**src/rtl/rb_pkg.sv**
```systemverilog
package rb_pkg;
  localparam int unsigned BYTE_W = 8;

  typedef struct packed {
    logic              en;
    logic              er;
    logic [BYTE_W-1:0] d;
  } gbyte_t;

  typedef enum logic [1:0] {
    SPD_10     = 2'b00,
    SPD_100    = 2'b01,
    SPD_1G     = 2'b10,
    SPD_1G_ALT = 2'b11
  } speed_e;
endpackage

```
**src/rtl/rb_factor_ctl.sv**
```systemverilog
module rb_factor_ctl
  import rb_pkg::*;
#(
  parameter int unsigned SLOW_REP = 100,
  parameter int unsigned MID_REP  = 10,
  parameter int unsigned CW       = 7
) (
  input  logic          clk,
  input  logic          rst,
  input  logic          sgmii_mode,
  input  logic [1:0]    speed_sel,
  input  logic          take,
  input  logic          tx_idle,
  input  logic          rx_idle,
  output logic [CW-1:0] fac_act,
  output logic [CW-1:0] fac_next
);
  logic [CW-1:0] fac_req;
  logic          load;

  // Requested factor; 1000BASE-X always runs unrepeated.
  always_comb begin
    fac_req = CW'(1);
    if (sgmii_mode) begin
      case (speed_e'(speed_sel))
        SPD_10:  fac_req = CW'(SLOW_REP);
        SPD_100: fac_req = CW'(MID_REP);
        default: fac_req = CW'(1);
      endcase
    end
  end

  // Adopt a new factor only on a strobe boundary with both paths quiet.
  assign load     = take & tx_idle & rx_idle;
  assign fac_next = load ? fac_req : fac_act;

  always_ff @(posedge clk) begin
    if (rst) fac_act <= fac_req;
    else     fac_act <= fac_next;
  end
endmodule

```
**src/rtl/rb_tx_repeat.sv**
```systemverilog
module rb_tx_repeat
  import rb_pkg::*;
#(
  parameter int unsigned CW = 7
) (
  input  logic          clk,
  input  logic          rst,
  input  logic [CW-1:0] fac_next,
  input  gbyte_t        mac_in,
  output logic          take,
  output gbyte_t        pcs_out
);
  logic [CW-1:0] ph;
  logic [CW-1:0] ph_nxt;

  assign ph_nxt = (ph >= fac_next - CW'(1)) ? '0 : ph + CW'(1);

  always_ff @(posedge clk) begin
    if (rst) begin
      ph      <= '0;
      take    <= 1'b1;
      pcs_out <= '0;
    end else begin
      ph   <= ph_nxt;
      take <= (ph_nxt == '0);
      if (take) pcs_out <= mac_in;
    end
  end
endmodule

```
**src/rtl/rb_rx_decim.sv**
```systemverilog
module rb_rx_decim
  import rb_pkg::*;
#(
  parameter int unsigned CW = 7
) (
  input  logic          clk,
  input  logic          rst,
  input  logic [CW-1:0] fac_act,
  input  gbyte_t        pcs_in,
  output gbyte_t        mac_out,
  output logic          valid,
  output logic          busy
);
  gbyte_t        stg;
  logic          prev_en;
  logic [CW-1:0] rc;
  logic          rise;
  logic          pick;

  assign rise = stg.en & ~prev_en;
  assign pick = stg.en & (rise | (rc == '0));
  assign busy = stg.en | mac_out.en;

  always_ff @(posedge clk) begin
    if (rst) begin
      stg     <= '0;
      prev_en <= 1'b0;
      rc      <= '0;
      mac_out <= '0;
      valid   <= 1'b0;
    end else begin
      stg     <= pcs_in;
      prev_en <= stg.en;

      // Group counter, realigned at every frame start.
      if (!stg.en)                        rc <= '0;
      else if (rise)                      rc <= (fac_act > CW'(1)) ? CW'(1) : '0;
      else if (rc >= fac_act - CW'(1))    rc <= '0;
      else                                rc <= rc + CW'(1);

      if (pick) begin
        mac_out <= stg;
        valid   <= 1'b1;
      end else if (stg.en) begin
        valid   <= 1'b0;
      end else begin
        mac_out <= '0;
        valid   <= 1'b0;
      end
    end
  end
endmodule

```
**src/rtl/rate_bridge.sv**
```systemverilog
module rate_bridge
  import rb_pkg::*;
#(
  parameter int unsigned SLOW_REP = 100,
  parameter int unsigned MID_REP  = 10
) (
  input  logic              clk,
  input  logic              rst,
  input  logic              sgmii_mode,
  input  logic [1:0]        speed_sel,
  input  logic              mac_tx_en,
  input  logic              mac_tx_er,
  input  logic [BYTE_W-1:0] mac_tx_d,
  output logic              mac_tx_take,
  output logic              pcs_tx_en,
  output logic              pcs_tx_er,
  output logic [BYTE_W-1:0] pcs_tx_d,
  input  logic              pcs_rx_en,
  input  logic              pcs_rx_er,
  input  logic [BYTE_W-1:0] pcs_rx_d,
  output logic              mac_rx_en,
  output logic              mac_rx_er,
  output logic [BYTE_W-1:0] mac_rx_d,
  output logic              mac_rx_valid
);
  localparam int unsigned CW = $clog2(SLOW_REP + 1);

  logic [CW-1:0] fac_act;
  logic [CW-1:0] fac_next;
  logic          take_q;
  logic          rx_busy;
  gbyte_t        tx_in;
  gbyte_t        tx_out;
  gbyte_t        rx_in;
  gbyte_t        rx_out;

  assign tx_in = '{en: mac_tx_en, er: mac_tx_er, d: mac_tx_d};
  assign rx_in = '{en: pcs_rx_en, er: pcs_rx_er, d: pcs_rx_d};

  rb_factor_ctl #(.SLOW_REP(SLOW_REP), .MID_REP(MID_REP), .CW(CW)) u_fac (
    .clk       (clk),
    .rst       (rst),
    .sgmii_mode(sgmii_mode),
    .speed_sel (speed_sel),
    .take      (take_q),
    .tx_idle   (~mac_tx_en & ~tx_out.en),
    .rx_idle   (~pcs_rx_en & ~rx_busy),
    .fac_act   (fac_act),
    .fac_next  (fac_next)
  );

  rb_tx_repeat #(.CW(CW)) u_tx (
    .clk     (clk),
    .rst     (rst),
    .fac_next(fac_next),
    .mac_in  (tx_in),
    .take    (take_q),
    .pcs_out (tx_out)
  );

  rb_rx_decim #(.CW(CW)) u_rx (
    .clk    (clk),
    .rst    (rst),
    .fac_act(fac_act),
    .pcs_in (rx_in),
    .mac_out(rx_out),
    .valid  (mac_rx_valid),
    .busy   (rx_busy)
  );

  assign mac_tx_take = take_q;
  assign pcs_tx_en   = tx_out.en;
  assign pcs_tx_er   = tx_out.er;
  assign pcs_tx_d    = tx_out.d;
  assign mac_rx_en   = rx_out.en;
  assign mac_rx_er   = rx_out.er;
  assign mac_rx_d    = rx_out.d;
endmodule

```
**config.mk**
```make
export PLATFORM = sky130hd
export DESIGN_NAME = rate_bridge
export DESIGN_NICKNAME = d
export VERILOG_FILES = /design/src/rtl/rb_pkg.sv /design/src/rtl/rb_factor_ctl.sv /design/src/rtl/rb_tx_repeat.sv /design/src/rtl/rb_rx_decim.sv /design/src/rtl/rate_bridge.sv
export SDC_FILE = /design/constraint.sdc
export NUM_CORES = 1
export LEC_CHECK = 0
export ABC_CLOCK_PERIOD_IN_PS = 7300
export BUFFER_PORTS_ARGS = -buffer_cell sky130_fd_sc_hd__clkbuf_2
export CAP_MARGIN = 20
export CELL_PAD_IN_SITES_DETAIL_PLACEMENT = 1
export CELL_PAD_IN_SITES_GLOBAL_PLACEMENT = 1
export CORE_ASPECT_RATIO = 0.8
export CORE_MARGIN = 1.5
export CORE_UTILIZATION = 45
export DETAILED_ROUTE_END_ITERATION = 16
export GPL_ROUTABILITY_DRIVEN = 0
export GPL_TIMING_DRIVEN = 1
export PLACE_DENSITY_LB_ADDON = 0.12
export SLEW_MARGIN = 20
export SYNTH_ARGS = -nofsm -noshare
export SYNTH_HDL_FRONTEND = slang
export SYNTH_SLANG_ARGS = --single-unit
export TNS_END_PERCENT = 5
```
**constraint.sdc**
```tcl
create_clock -name clk -period 7.3 [get_ports clk]
set_clock_uncertainty 0.2 [all_clocks]
set_input_delay 0.365 -clock clk [delete_from_list [all_inputs] [get_ports clk]]
set_output_delay 0.365 -clock clk [all_outputs]
set_load 0.01 [all_outputs]
```
# Yosys cells after proc, flatten, opt, wreduce, memory -nomap -nowiden
# Cells that the tools add are included.
totals:
  word_cells: 53
  latchBits: 0
  in_bits: 25
  ram_bits: 0
  romBits: 0
  n_memories: 0
  reg_bits: 54
classes:
  div_mod_pow: 0
  n_eq_ne: 2
  n_reduce_logical: 4
  bitwise: 14
  shift: 0
  mul: 0
  muxes: 11
  n_lt_le_gt_ge: 3
  n_addsub: 4
ops:
  columns: ["op", "count"]
  rows:
  - ["7-bit 2-to-1 mux", 6]
  - ["10-bit 2-to-1 mux", 2]
  - ["7-bit by 1-bit adder with 7-bit output (second input constant)", 2]
  - ["7-bit >= comparator", 2]
  - ["7-bit zero test", 2]
  - ["7-bit case mux with 2 select lines", 1]
  - ["7-bit by 1-bit subtractor with 7-bit output (second input constant)", 2]
  - ["7-bit by 1-bit > comparator with 1-bit output (second input constant)", 1]
  - ["1-bit bitwise AND", 6]
  - ["1-bit inverter", 6]
  - ["2-bit by 1-bit == test with 1-bit output (second input constant)", 1]
  - ["2-bit zero test", 1]
  - ["1-bit 2-to-1 mux", 2]
  - ["2-bit != test (second input constant)", 1]
  - ["1-bit bitwise OR", 2]
  - ["2-bit OR reduction", 1]

# Longest topological paths before layout
# Gate-level depths: netlist (run 1).
depth:
  depth_word: 9
  mapped_depth: 14
  ltp_nobuf: 13

# By module
# A second synthesis (run 1) with hierarchy kept.
unflattened:
  cells_unflattened: 254
  hier_area_um2: 2548.7
modules_own_cells:
  columns: ["mod", "cells_each", "n_inst", "area_per_inst_um2"]
  rows:
  - ["rb_rx_decim", 123, 1, 1257.5]
  - ["rb_tx_repeat", 95, 1, 918.4]
  - ["rb_factor_ctl", 34, 1, 365.4]
  - ["rate_bridge", 2, 1, 7.5]

# Worst setup path before layout (run 1)
# No wires, ideal clock.
synth_path:
  path_kind: "in2reg"
  startpoint: "input port mac_tx_en"
  endpoint: "register u_tx.take"
  setup_ns: 0.115
  cell_stages: 13
  t_arrival_ns: 2.911
  path_slack_ns: 4.074
  path_buffers: 1
  cell_sequence: "nor4_2 -> nand3b_2 -> buf_6 -> a21oi_1 -> ha_1 -> nand2_1 -> xnor2_1 -> a21oi_1 -> ha_1 -> and4_1 -> a2111oi_2 -> o21ai_2 -> a31o_1"
synth_between:
  elab_chain_len: 9
synth_rtl:
  columns: ["element", "line_no", "source"]
  rows:
  - ["start, declared", "rate_bridge.sv:11", "input logic mac_tx_en,"]
  - ["1-bit inverter", "rate_bridge.sv:46", ".tx_idle (~mac_tx_en & ~tx_out.en),"]
  - ["1-bit bitwise AND", "rate_bridge.sv:46", null]
  - ["1-bit bitwise AND (2 in series)", "rb_factor_ctl.sv:34", "assign load = take & tx_idle & rx_idle;"]
  - ["7-bit 2-to-1 mux", "rb_factor_ctl.sv:35", "assign fac_next = load ? fac_req : fac_act;"]
  - ["7-bit by 1-bit subtractor with 7-bit output", "rb_tx_repeat.sv:16", "assign ph_nxt = (ph >= fac_next - CW'(1)) ? '0 : ph + CW'(1);"]
  - ["7-bit >= comparator", "rb_tx_repeat.sv:16", null]
  - ["7-bit 2-to-1 mux", "rb_tx_repeat.sv:16", null]
  - ["7-bit zero test", "rb_tx_repeat.sv:25", "take <= (ph_nxt == '0);"]
  - ["end signal, assigned", "rb_tx_repeat.sv:25", null]
  - ["end, declared", "rb_tx_repeat.sv:10", "output logic take,"]
# No other way between the ends.
# A chain may end at the register's enable or synchronous reset.

# Worst setup path in the final report (run 1)
layout_path:
  startpoint: "register u_tx.take"
  endpoint: "register u_tx.take"
layout_between:
  elab_chain_len: 7
layout_rtl:
  columns: ["element", "line_no"]
  rows:
  - ["1-bit bitwise AND (2 in series)", "rb_factor_ctl.sv:34"]
  - ["7-bit 2-to-1 mux", "rb_factor_ctl.sv:35"]
  - ["7-bit by 1-bit subtractor with 7-bit output", "rb_tx_repeat.sv:16"]
  - ["7-bit >= comparator", "rb_tx_repeat.sv:16"]
  - ["7-bit 2-to-1 mux", "rb_tx_repeat.sv:16"]
  - ["7-bit zero test", "rb_tx_repeat.sv:25"]
# No other way between the ends.

==> metrics.sh, run 1 <==
OUTCOME='finished, final reports clean'
FINAL.PERIOD_UTILIZATION_PCT=51.5
FINAL_COUNT_OF_NEGATIVE_SETUP_SLACK_ENDPOINTS=0
SYNTH_SEQ_CELLS=54
POST-SYNTH-TOP-COUNT-CELL='dfxtp_1'
WORST_IR_DROP_VDD_mV=0.125
SYN_INST=258
NUMBER_OF_ANTENNA_VIOLATIONS_AT_THE_FIRST_CHECK_IN_GLOBAL_ROUTING=0
CP.REQUIRED_NS=7.31
PATH_CLK_SLEW_NS=0.10
YOSYS_MOST_USED_DFF='dfxtp_1'
FIN_NETS=348
CTS.HOLD.BUFFERS_ADDED=0
POST-CTS-SETUP-BUFFER-COUNT=0
DRV_CAP=0
DRIVE_GT1_SHARE_PCT=20.7
FIRST_GLOBAL_VIAS=2054
GRT_MAX_DEGREE=26
DESIGN.CORE.AREA_UM2=5410
DIE_Y_UM=69.6
DESIGN.PORTCOUNT=47
PLACEMENTROWS=24
FINALCRITICALPERIOD_NS=3.76
PART_OF_THE_YOSYS_AREA_USED_FOR_SEQUENTIAL_ELEMENTS_PCT=43.4
CTS.HTREE.LEVELS=2
VIAS=1858
INITIAL_CORE_UTILIZATION_PCT=46.1
WIRELENGTH_UM=5270
ANTENNA-DIODE-COUNT=0
SYNTH_ENABLE_FLOP_CELLS=0
FINAL.SETUP.TNS_NS=0
YOSYS-TOP-CELLS-COUNT='dfxtp_1, nor2_1, ha_1, mux2i_1, xnor2_1'
PWR_DENSITY_CELL_nW_PER_UM2=237
TIMING.CRITICAL_PATH.FANOUT_MAX=13
FINALHOLDVIOLCOUNT=0
FIRST_PASS_ITERS=4
LEAKAGE_DISSIPATION_nW=1.35
TIMING.CRITICAL_PATH.FROM_TYPE='flop'
POST_CTS_RESIZED=0
POST_SYNTH_MAIN_AREA_CONTRIBUTORS='dfxtp_1, ha_1, mux2i_1'
SLEW-LIMIT-HEADROOM_PCT=56.7
DRT_DRC_VIOLATIONS_LEFT=0
ROOT_BUFFER='clkbuf_8'
FMAX_MHz=266
FP.DIEW_UM=86.2
DRT_ITER0_MARKERS=44
FINAL_CELL_COUNT_NO_FILL=369
INSERTION_DELAY_TO_THE_LATER_SINK_OF_THE_WORST_SKEW_PAIR_NS=0.31
MAX_SLEW.WORST_PIN.SLEW_NS=0.648
HOLD_CLASS='input port to flop'
ASYNC_FLOP_SHARE_PCT=0
ROUTE.DETAILED.WL_PER_INST_UM=14.3
GRT_OVERFLOW_TOTAL=0
YOSYS.AREA.TOP_TYPE='dfxtp_1'
GRT_FIRST_PASS_WIRELENGTH_UM=9300
SYNTHESIS.NETS=303
CTSLONGESTPATHBUFFERS=2
CTS_INSERTED_BUFFERS=5
DIE_AREA_UM2=5990
DRV_SLEW=0
DPL.CELL_COUNT=361
SYN_AREA_UM2=2490
PORT_BUFFERS=46
POSTROUTEANTENNANETS=0
SYNTHESIS.AREA_PER_INSTANCE_UM2=9.66
DETAIL_ROUTE.VIAS_PER_CELL=5.04
GLOBAL_ROUTE.USAGE.TOTAL_PCT=19.6
AREA_GROWTH_SYN_TO_LAYOUT_PCT=15.3
TRITONCTS='built'
CRIT_ARRIVAL_NS=3.77
YOSYSWARNINGS=0
GRT_SETUP_UNREPAIRED='false'
YOSYS.CELL_TYPES.COUNT=37
SYNTH_TOP_AREA_SHARE_PCT=43.4
DPL.HPWL_UM=3960
CAPTURING_ELEMENT_TYPE_OF_THE_CRITICAL_PATH='flop'
PATH_CLASS='flop to flop'
CTS.SINK_COUNT=54
-- worst max-delay path: stages, from the launching register on --
cell and delay, ns:
dfxtp_1 0.75, nand3b_2 0.34, a21oi_1 0.37, ha_1 0.32
nand2_1 0.09, xnor2_1 0.17, a21oi_1 0.09, ha_1 0.33
and4_1 0.23, a2111oi_2 0.37, o21ai_2 0.19, a31o_1 0.22
-- where the power goes --
group | switching (mW) | internal (mW) | total (mW)
Clock | 0.105 | 0.104 | 0.209
Combinational | 0.0688 | 0.0646 | 0.133
Sequential | 0.0229 | 0.315 | 0.337
-- stage by stage --
| step | hold WS [ns] | total power, mW | util, % | area [um^2] | worst slack (ns) |
|---|---|---|---|---|---|
| after floorplan | 0.237 | 0.437 | - | 2490 | 4.07 |
| after global placement | 0.239 | 0.471 | 51.0 | 2760 | 3.73 |
| after detailed placement | 0.261 | 0.478 | 51.0 | 2760 | 3.54 |
| after CTS | 0.0456 | 0.688 | 53.1 | 2870 | 3.53 |
| after global routing | 0.0382 | 0.722 | 53.1 | 2870 | 3.24 |
| final | 0.0559 | 0.680 | 53.1 | 2870 | 3.54 |
-- cell type report --
class,count,area (um^2)
clock buffer,5,68.8
clock inverter,3,47.5
fill,631,2530
inverter,11,41.3
multi-input combinational,184,1320
sequential,54,1080
tap,65,81.3
timing repair buffer,47,238
-- per-layer routing --
| layer | routed length, um | global-route usage [%] | part of all wire [%] |
|---|---|---|---|
| met1 | 2610 | 25.5 | 50 |
| met2 | 2350 | 30.9 | 44 |
| met3 | 278 | 6.79 | 5.3 |
| met4 | 38 | 5.56 | 0.72 |
| met5 | 0 | 0 | 0 |
-- kinds of logic (layout without fill, tap and decap cells) --
kind of cell	after synthesis	after routing	synth area share [%]
adder cells (fa/ha/maj)	20	20	10.0
multiplexers	20	20	8.09
flip-flops	54	54	43.4
AO/OA/AOI/OAI	30	30	8.29
XOR/XNOR	20	20	7.03
AND/OR/NAND/NOR	94	94	19.3
buffers and inverters	20	66	3.82
-- state kept, by name, summed over array words and instances (netlist names) --
name and count:
u_fac.fac_act 7, u_rx.mac_out 10, u_rx.prev_en 1, u_rx.rc 7, u_rx.stg 10, u_rx.valid 1, u_tx.pcs_out 10, u_tx.ph 7
u_tx.take 1
-- cell usage in the layout (no fill, tap or decap), drive strengths merged --
| cell type | synthesis | routed |
|---|---|---|
| o21ai | 3 | 3 |
| a221oi | 1 | 1 |
| dfxtp | 54 | 54 |
| clkinv | 0 | 1 |
| nand3b | 2 | 2 |
| clkbuf | 5 | 51 |
| nor3 | 5 | 5 |
| nand4 | 2 | 2 |
| nand2b | 4 | 4 |
| nor4 | 4 | 4 |
| o221a | 1 | 1 |
| nor2 | 42 | 42 |
| a21o | 8 | 8 |
| nand3 | 6 | 6 |
| xnor2 | 13 | 13 |
| nor2b | 13 | 13 |
| a21oi | 10 | 10 |
| and4 | 1 | 1 |
| bufinv | 0 | 1 |
| xor2 | 7 | 7 |
| nor3b | 1 | 1 |
| a31oi | 4 | 4 |
| ha | 20 | 20 |
| and3 | 4 | 4 |
| mux2i | 19 | 19 |
| mux2 | 1 | 1 |
| inv | 11 | 12 |
| nand2 | 9 | 9 |
| and2 | 1 | 1 |
| a2111oi | 1 | 1 |
| buf | 4 | 1 |
| a31o | 2 | 2 |
-- final timing paths --
kind | startpoint | end | slack (ns) | cells past startpoint
max reg2reg | u_tx.take | u_tx.take | 3.54 | 11
min | pcs_rx_d[4] | u_rx.stg[4] | 0.06 | 2
max | u_tx.take | u_tx.take | 3.54 | 11
min reg2reg | u_rx.stg[7] | u_rx.mac_out[7] | 0.28 | 2
(Power assumes the default switching activity.)
==> run 2: changes to the inputs <==
--- a/config.mk
+++ b/config.mk
@@ -5,14 +5,14 @@
 export SDC_FILE = /design/constraint.sdc
 export NUM_CORES = 1
 export LEC_CHECK = 0
-export ABC_CLOCK_PERIOD_IN_PS = 7300
+export ABC_CLOCK_PERIOD_IN_PS = 3750
 export BUFFER_PORTS_ARGS = -buffer_cell sky130_fd_sc_hd__clkbuf_2
 export CAP_MARGIN = 20
 export CELL_PAD_IN_SITES_DETAIL_PLACEMENT = 1
 export CELL_PAD_IN_SITES_GLOBAL_PLACEMENT = 1
 export CORE_ASPECT_RATIO = 0.8
 export CORE_MARGIN = 1.5
-export CORE_UTILIZATION = 45
+export CORE_UTILIZATION = 42
 export DETAILED_ROUTE_END_ITERATION = 16
 export GPL_ROUTABILITY_DRIVEN = 0
 export GPL_TIMING_DRIVEN = 1
==> constraint.sdc (replaced) <==
create_clock -name clk -period 3.75 [get_ports clk]
set_clock_uncertainty 0.2 [all_clocks]
set_input_delay 0.1875 -clock clk [delete_from_list [all_inputs] [get_ports clk]]
set_output_delay 0.1875 -clock clk [all_outputs]
set_load 0.01 [all_outputs]
==> metrics.sh, run 2 (synthesized netlist as in run 1, its figures left out) <==
OUTCOME='finished, final reports clean'
TIMING.CRITICAL_PATH.FANOUT_MAX=13
CRITICAL_PATH_CELL_LIST='dlygate4sd3_1 > clkbuf_2 > nor4_2 > nand3b_4 > a21oi_2 > ha_1 > nand2_1 > xnor2_1 > a21oi_1 > ha_1 > and4_1 > a2111oi_2 > o21ai_2 > buf_4 > nor2_1'
CRITICAL_PATH.TOP_DELAY_FAMILY='compound AO/OA/AOI/OAI gates'
DPL.HPWL_UM=3890
DRT_DRC_VIOLATIONS_LEFT=0
ROUTE.DETAILED.WL_PER_INST_UM=14.0
DESIGN_AREA_UM2=3110
FMAX_MHz=291
DESIGN.PORTCOUNT=47
WORST_IR_DROP_VDD_mV=0.221
DESIGN.CORE.AREA_UM2=5590
HOLD_CLASS='input port to flop'
FINAL.PERIOD_UTILIZATION_PCT=91.5
DRT_ITER0_MARKERS=68
PLACEDINSTANCEAREA_UM2=2780
MOSTFREQUENTLAYOUTCELLS='dfxtp_1, clkbuf_2, nor2_1'
POSTROUTEANTENNANETS=0
CRITPATHMOSTFREQUENTCELL='ha_1'
VIAS=1969
DRIVE_GT1_SHARE_PCT=20.6
CRITICAL_PATH_BUF_INV_COUNT=3
FIRST_GLOBAL_VIAS=2130
CTSLONGESTPATHBUFFERS=2
GRT_FIRST_PASS_WIRELENGTH_UM=10100
NUMBER_OF_ANTENNA_VIOLATIONS_AT_THE_FIRST_CHECK_IN_GLOBAL_ROUTING=0
ROOT_BUFFER='clkbuf_8'
CP.REQUIRED_NS=3.81
FIRST_PASS_ITERS=4
PWR_DENSITY_CELL_nW_PER_UM2=435
PATH_CLK_SLEW_NS=0.10
FIN_NETS=370
CTS_INSERTED_BUFFERS=5
CTS.HTREE.LEVELS=2
POWER.TOTAL_mW=1.35
LAYOUT_TOP_REGISTERS='u_rx.mac_out (10), u_rx.stg (10), u_tx.pcs_out (10)'
CTS.SINK_COUNT=54
CP_SLOWEST_CELL='dlygate4sd3_1'
LEAKAGE_DISSIPATION_nW=1.45
CAPTURING_ELEMENT_TYPE_OF_THE_CRITICAL_PATH='flop'
FP.DIEW_UM=89.1
GRT_SETUP_UNREPAIRED='false'
TRITONCTS='built'
DPL_WORST_SLACK_NS=0.272
WIRELENGTH_UM=5660
TIMING.CRITICAL_PATH.FROM_TYPE='input port'
AREA_GROWTH_SYN_TO_LAYOUT_PCT=25.0
INITIAL_CORE_UTILIZATION_PCT=44.6
INSERTION_DELAY_TO_THE_LATER_SINK_OF_THE_WORST_SKEW_PAIR_NS=0.31
FINAL_COUNT_OF_NEGATIVE_SETUP_SLACK_ENDPOINTS=0
GLOBAL_ROUTE.USAGE.TOTAL_PCT=20.4
FINALHOLDVIOLCOUNT=0
FINAL.SETUP.TNS_NS=0
PATH_CLASS='input port to flop'
SLEW-LIMIT-HEADROOM_PCT=54.7
DIE_AREA_UM2=6410
ANTENNA-DIODE-COUNT=0
DETAIL_ROUTE.VIAS_PER_CELL=4.87
FINALCRITICALPERIOD_NS=3.43
GRT_MAX_DEGREE=26
REG2REG_SETUP_SLACK_NS=0.39
DIE_Y_UM=71.9
MAX_SLEW.WORST_PIN.SLEW_NS=0.674
SLOWEST_DELAY_NS=0.54
PORT_BUFFERS=46
MOST_COMMON_LIBRARY_CELL_IN_THE_LAYOUT_IGNORING_FILL_AND_TAPS='dfxtp_1'
DRV_CAP=0
CRIT_ARRIVAL_NS=3.49
GRT_OVERFLOW_TOTAL=0
WORST_SLACK_NS=0.319
FILLERINSTANCES=656
PLACEMENTROWS=24
DRV_SLEW=0
==> run 2: cell count changes in the layout (fill, tap and decap cells not counted) <==
cell | before | now
dlygate4sd3_1 | 0 | 19
buf_4 | 1 | 4
a21oi_1 | 10 | 9
a21oi_2 | 0 | 1
nand3b_2 | 1 | 0
nand3b_4 | 0 | 1
==> run 2: per-stage QoR <==
| stage | util [%] | instances | hold WS [ns] |
|---|---|---|---|
| after floorplan | - | 258 | 0.0591 |
| after global placement | 49.8 | 375 | 0.195 |
| after detailed placement | 49.8 | 375 | 0.209 |
| after CTS | 55.3 | 402 | 0.00891 |
| after global routing | 55.8 | 404 | 0.000868 |
| final | 55.8 | 404 | 0.00877 |
==> run 2: final timing paths <==
path | to | depth (start not counted) | from
min reg2reg | u_rx.mac_out[1] | 2 | u_rx.stg[1]
max reg2reg | u_tx.ph[3] | 13 | u_rx.mac_out[9]
max | u_tx.ph[3] | 15 | pcs_rx_en
min | u_tx.pcs_out[9] | 3 | mac_tx_en
==> run 2: repair_timing <==
item / in CTS / in global routing
resized for setup: 0 / 2
setup endpoints to repair: 0 / 8
hold buffers: 19 / 0
setup buffers: 0 / 2
endpoints found under the hold margin: 19 / 0
==> run 2: cell type report <==
cell class	instances	area (um^2)	area share (%)
multi-input combinational	184	1330	42.6
sequential	54	1080	34.7
timing repair buffer	69	450	14.5
tap	78	97.6	3.13
clock buffer	5	68.8	2.21
clock inverter	3	47.5	1.53
inverter	11	41.3	1.33
==> run 2: routing by layer <==
| layer | GRT usage, % | part of all wire (%) | routed length, um | vias to the layer above |
|---|---|---|---|---|
| met5 | 0 | 0 | 0 | - |
| met4 | 5.13 | 0.90 | 51 | 0 |
| met3 | 5.07 | 4.3 | 243 | 5 |
| met2 | 31.7 | 44 | 2490 | 36 |
| met1 | 28.5 | 51 | 2870 | 922 |
| li1 | - | - | - | 1006 |
==> run 2: report_power, final <==
part	internal [mW]	total, mW	leakage, nW	switching (mW)
clock network	0.203	0.407	0.0587	0.204
logic	0.146	0.302	0.949	0.156
registers	0.612	0.644	0.443	0.0318
total	0.961	1.35	1.45	0.392
==> run 2: tightest hold or removal path: stages <==
cell      delay [ns]
clkbuf_2        0.10
mux2i_1         0.08
nor2_1          0.11
==> run 3: changes to the inputs <==
--- a/config.mk
+++ b/config.mk
@@ -6,7 +6,7 @@
 export NUM_CORES = 1
 export LEC_CHECK = 0
 export ABC_CLOCK_PERIOD_IN_PS = 3750
-export BUFFER_PORTS_ARGS = -buffer_cell sky130_fd_sc_hd__clkbuf_2
+export BUFFER_PORTS_ARGS = -buffer_cell sky130_fd_sc_hd__buf_4
 export CAP_MARGIN = 20
 export CELL_PAD_IN_SITES_DETAIL_PLACEMENT = 1
 export CELL_PAD_IN_SITES_GLOBAL_PLACEMENT = 1
==> metrics.sh, run 3 (synthesized netlist as in run 1, its figures left out) <==
OUTCOME='finished, final reports clean'
PWR_DENSITY_CELL_nW_PER_UM2=411
CAPTURING_ELEMENT_TYPE_OF_THE_CRITICAL_PATH='flop'
CRITICAL_PATH.TOP_DELAY_FAMILY='compound AO/OA/AOI/OAI gates'
AREA_GROWTH_SYN_TO_LAYOUT_PCT=29.1
TIMING.CRITICAL_PATH.FANOUT_MAX=13
MOSTFREQUENTLAYOUTCELLS='dfxtp_1, buf_4, nor2_1'
CRITICAL_PATH_BUF_INV_COUNT=2
DESIGN.CORE.AREA_UM2=5590
R2R-END='u_tx.take'
POSTROUTEANTENNANETS=0
DRV_SLEW=0
GRT_MAX_DEGREE=26
VIAS=2000
MAX_SLEW.WORST_PIN.SLEW_NS=0.751
CRITICAL_PATH_CELL_LIST='dlygate4sd3_1 > buf_4 > nor4_2 > nand3b_4 > a21oi_2 > ha_1 > nand2_1 > xnor2_1 > a21oi_1 > ha_1 > and4_1 > a2111oi_2 > o21ai_2 > a31o_1'
INITIAL_CORE_UTILIZATION_PCT=44.6
FINAL_CORE_UTILIZATION_PCT=57.6
CRIT_ARRIVAL_NS=3.54
REG2REG_SETUP_SLACK_NS=0.32
POST-CTS-SETUP-BUFFER-COUNT=0
CP_SLOWEST_CELL='dlygate4sd3_1'
DETAIL_ROUTE.VIAS_PER_CELL=4.95
NUMBER_OF_ANTENNA_VIOLATIONS_AT_THE_FIRST_CHECK_IN_GLOBAL_ROUTING=0
FINAL.SETUP.TNS_NS=0
FP.DIEW_UM=89.1
WORST_IR_DROP_VDD_mV=0.197
LAYOUT_TOP_REGISTERS='u_rx.mac_out (10), u_rx.stg (10), u_tx.pcs_out (10)'
DESIGN.PORTCOUNT=47
MIN_PATH_CELLS=2
CRITICAL_PATH_STAGES=14
ROOT_BUFFER='clkbuf_8'
REG2REGPATHDEPTH=12
FINALHOLDVIOLCOUNT=0
PLACEMENTROWS=24
DPL.HPWL_UM=4150
INSERTION_DELAY_TO_THE_LATER_SINK_OF_THE_WORST_SKEW_PAIR_NS=0.31
PORT_BUFFERS=46
TIMING.CRITICAL_PATH.FROM_TYPE='input port'
CRITPATHMOSTFREQUENTCELL='ha_1'
DRT_DRC_VIOLATIONS_LEFT=0
CTS.SINK_COUNT=54
REGTOREGSTARTPOINT='u_rx.mac_out[9]'
LEAKAGE_DISSIPATION_nW=1.47
FINAL_COUNT_OF_NEGATIVE_SETUP_SLACK_ENDPOINTS=0
CTSLONGESTPATHBUFFERS=2
FIRST_PASS_ITERS=4
DIE_AREA_UM2=6410
FIN_NETS=370
FINALCRITICALPERIOD_NS=3.52
ROUTE.DETAILED.WL_PER_INST_UM=14.3
GRT_OVERFLOW_TOTAL=0
GLOBAL_ROUTE.USAGE.TOTAL_PCT=20.2
SLEW-LIMIT-HEADROOM_PCT=49.5
HOLD_CLASS='input port to flop'
STARTPOINT='pcs_rx_en'
CTS.HTREE.LEVELS=2
SLOWEST_DELAY_NS=0.54
CP.REQUIRED_NS=3.77
FMAX_MHz=284
TRITONCTS='built'
ENDPOINT='u_tx.take'
CTS_INSERTED_BUFFERS=5
DRV_CAP=0
DRT_ITER0_MARKERS=42
DRIVE_GT1_SHARE_PCT=19.9
GRT_SETUP_UNREPAIRED='false'
FINAL.PERIOD_UTILIZATION_PCT=93.9
HOLD_WS_NS=0.0376
GRT_FIRST_PASS_WIRELENGTH_UM=10000
PATH_CLK_SLEW_NS=0.11
ANTENNA-DIODE-COUNT=0
MOST_COMMON_LIBRARY_CELL_IN_THE_LAYOUT_IGNORING_FILL_AND_TAPS='dfxtp_1'
WIRELENGTH_UM=5790
DIE_Y_UM=71.9
FIRST_GLOBAL_VIAS=2166
PATH_CLASS='input port to flop'
run 3: how the worst min path moves through the flow:
| stage | to | slack [ns] | startpoint |
|---|---|---|---|
| finish | u_tx.pcs_out[4] | 0.04 | rst |
| global route | u_rx.stg[2] | 0.03 | rst |
| CTS | u_tx.pcs_out[1] | 0.03 | rst |
| detailed placement | u_rx.stg[3] | 0.21 | pcs_rx_d[3] |
| global placement | u_rx.stg[0] | 0.20 | pcs_rx_d[0] |
| floorplan | u_rx.stg[8] | 0.06 | rst |
run 3: where the power goes:
| group | switching (mW) | internal [mW] |
|---|---|---|
| combinational | 0.157 | 0.161 |
| sequential | 0.0331 | 0.612 |
| clock | 0.216 | 0.140 |
| total | 0.406 | 0.914 |
run 3: area by class of cell:
cell class	count	area, um^2
Clock inverter	3	28.8
Timing Repair Buffer	69	571
Fill cell	660	2370
Multi-Input combinational cell	184	1330
Tap cell	78	97.6
Sequential cell	54	1080
Inverter	11	41.3
Clock buffer	5	68.8
run 3: timing repair:
| action | CTS | global route |
|---|---|---|
| hold buffers | 21 | 0 |
| setup endpoints to repair | 0 | 6 |
| gates resized for setup | 0 | 2 |
| endpoints found under the hold margin | 21 | 0 |
run 3: per-layer routing:
metal | wire, um | track usage (%) | part of all wire (%) | vias to the layer above
li1 | - | - | - | 1010
met1 | 2780 | 26.7 | 48 | 949
met2 | 2700 | 33.4 | 47 | 37
met3 | 263 | 5.18 | 4.5 | 4
met4 | 45 | 4.62 | 0.78 | 0
met5 | 0 | 0 | 0 | -
run 3: per-stage QoR:
stage / power [mW] / std cells / area [um^2] / worst slack, ns
after floorplan: 0.851 / 258 / 2490 / 0.555
after global placement: 0.941 / 375 / 2900 / 0.357
after detailed placement: 0.955 / 375 / 2900 / 0.228
after CTS: 1.33 / 404 / 3200 / 0.114
after global routing: 1.40 / 404 / 3220 / 0.0270
final: 1.32 / 404 / 3220 / 0.228
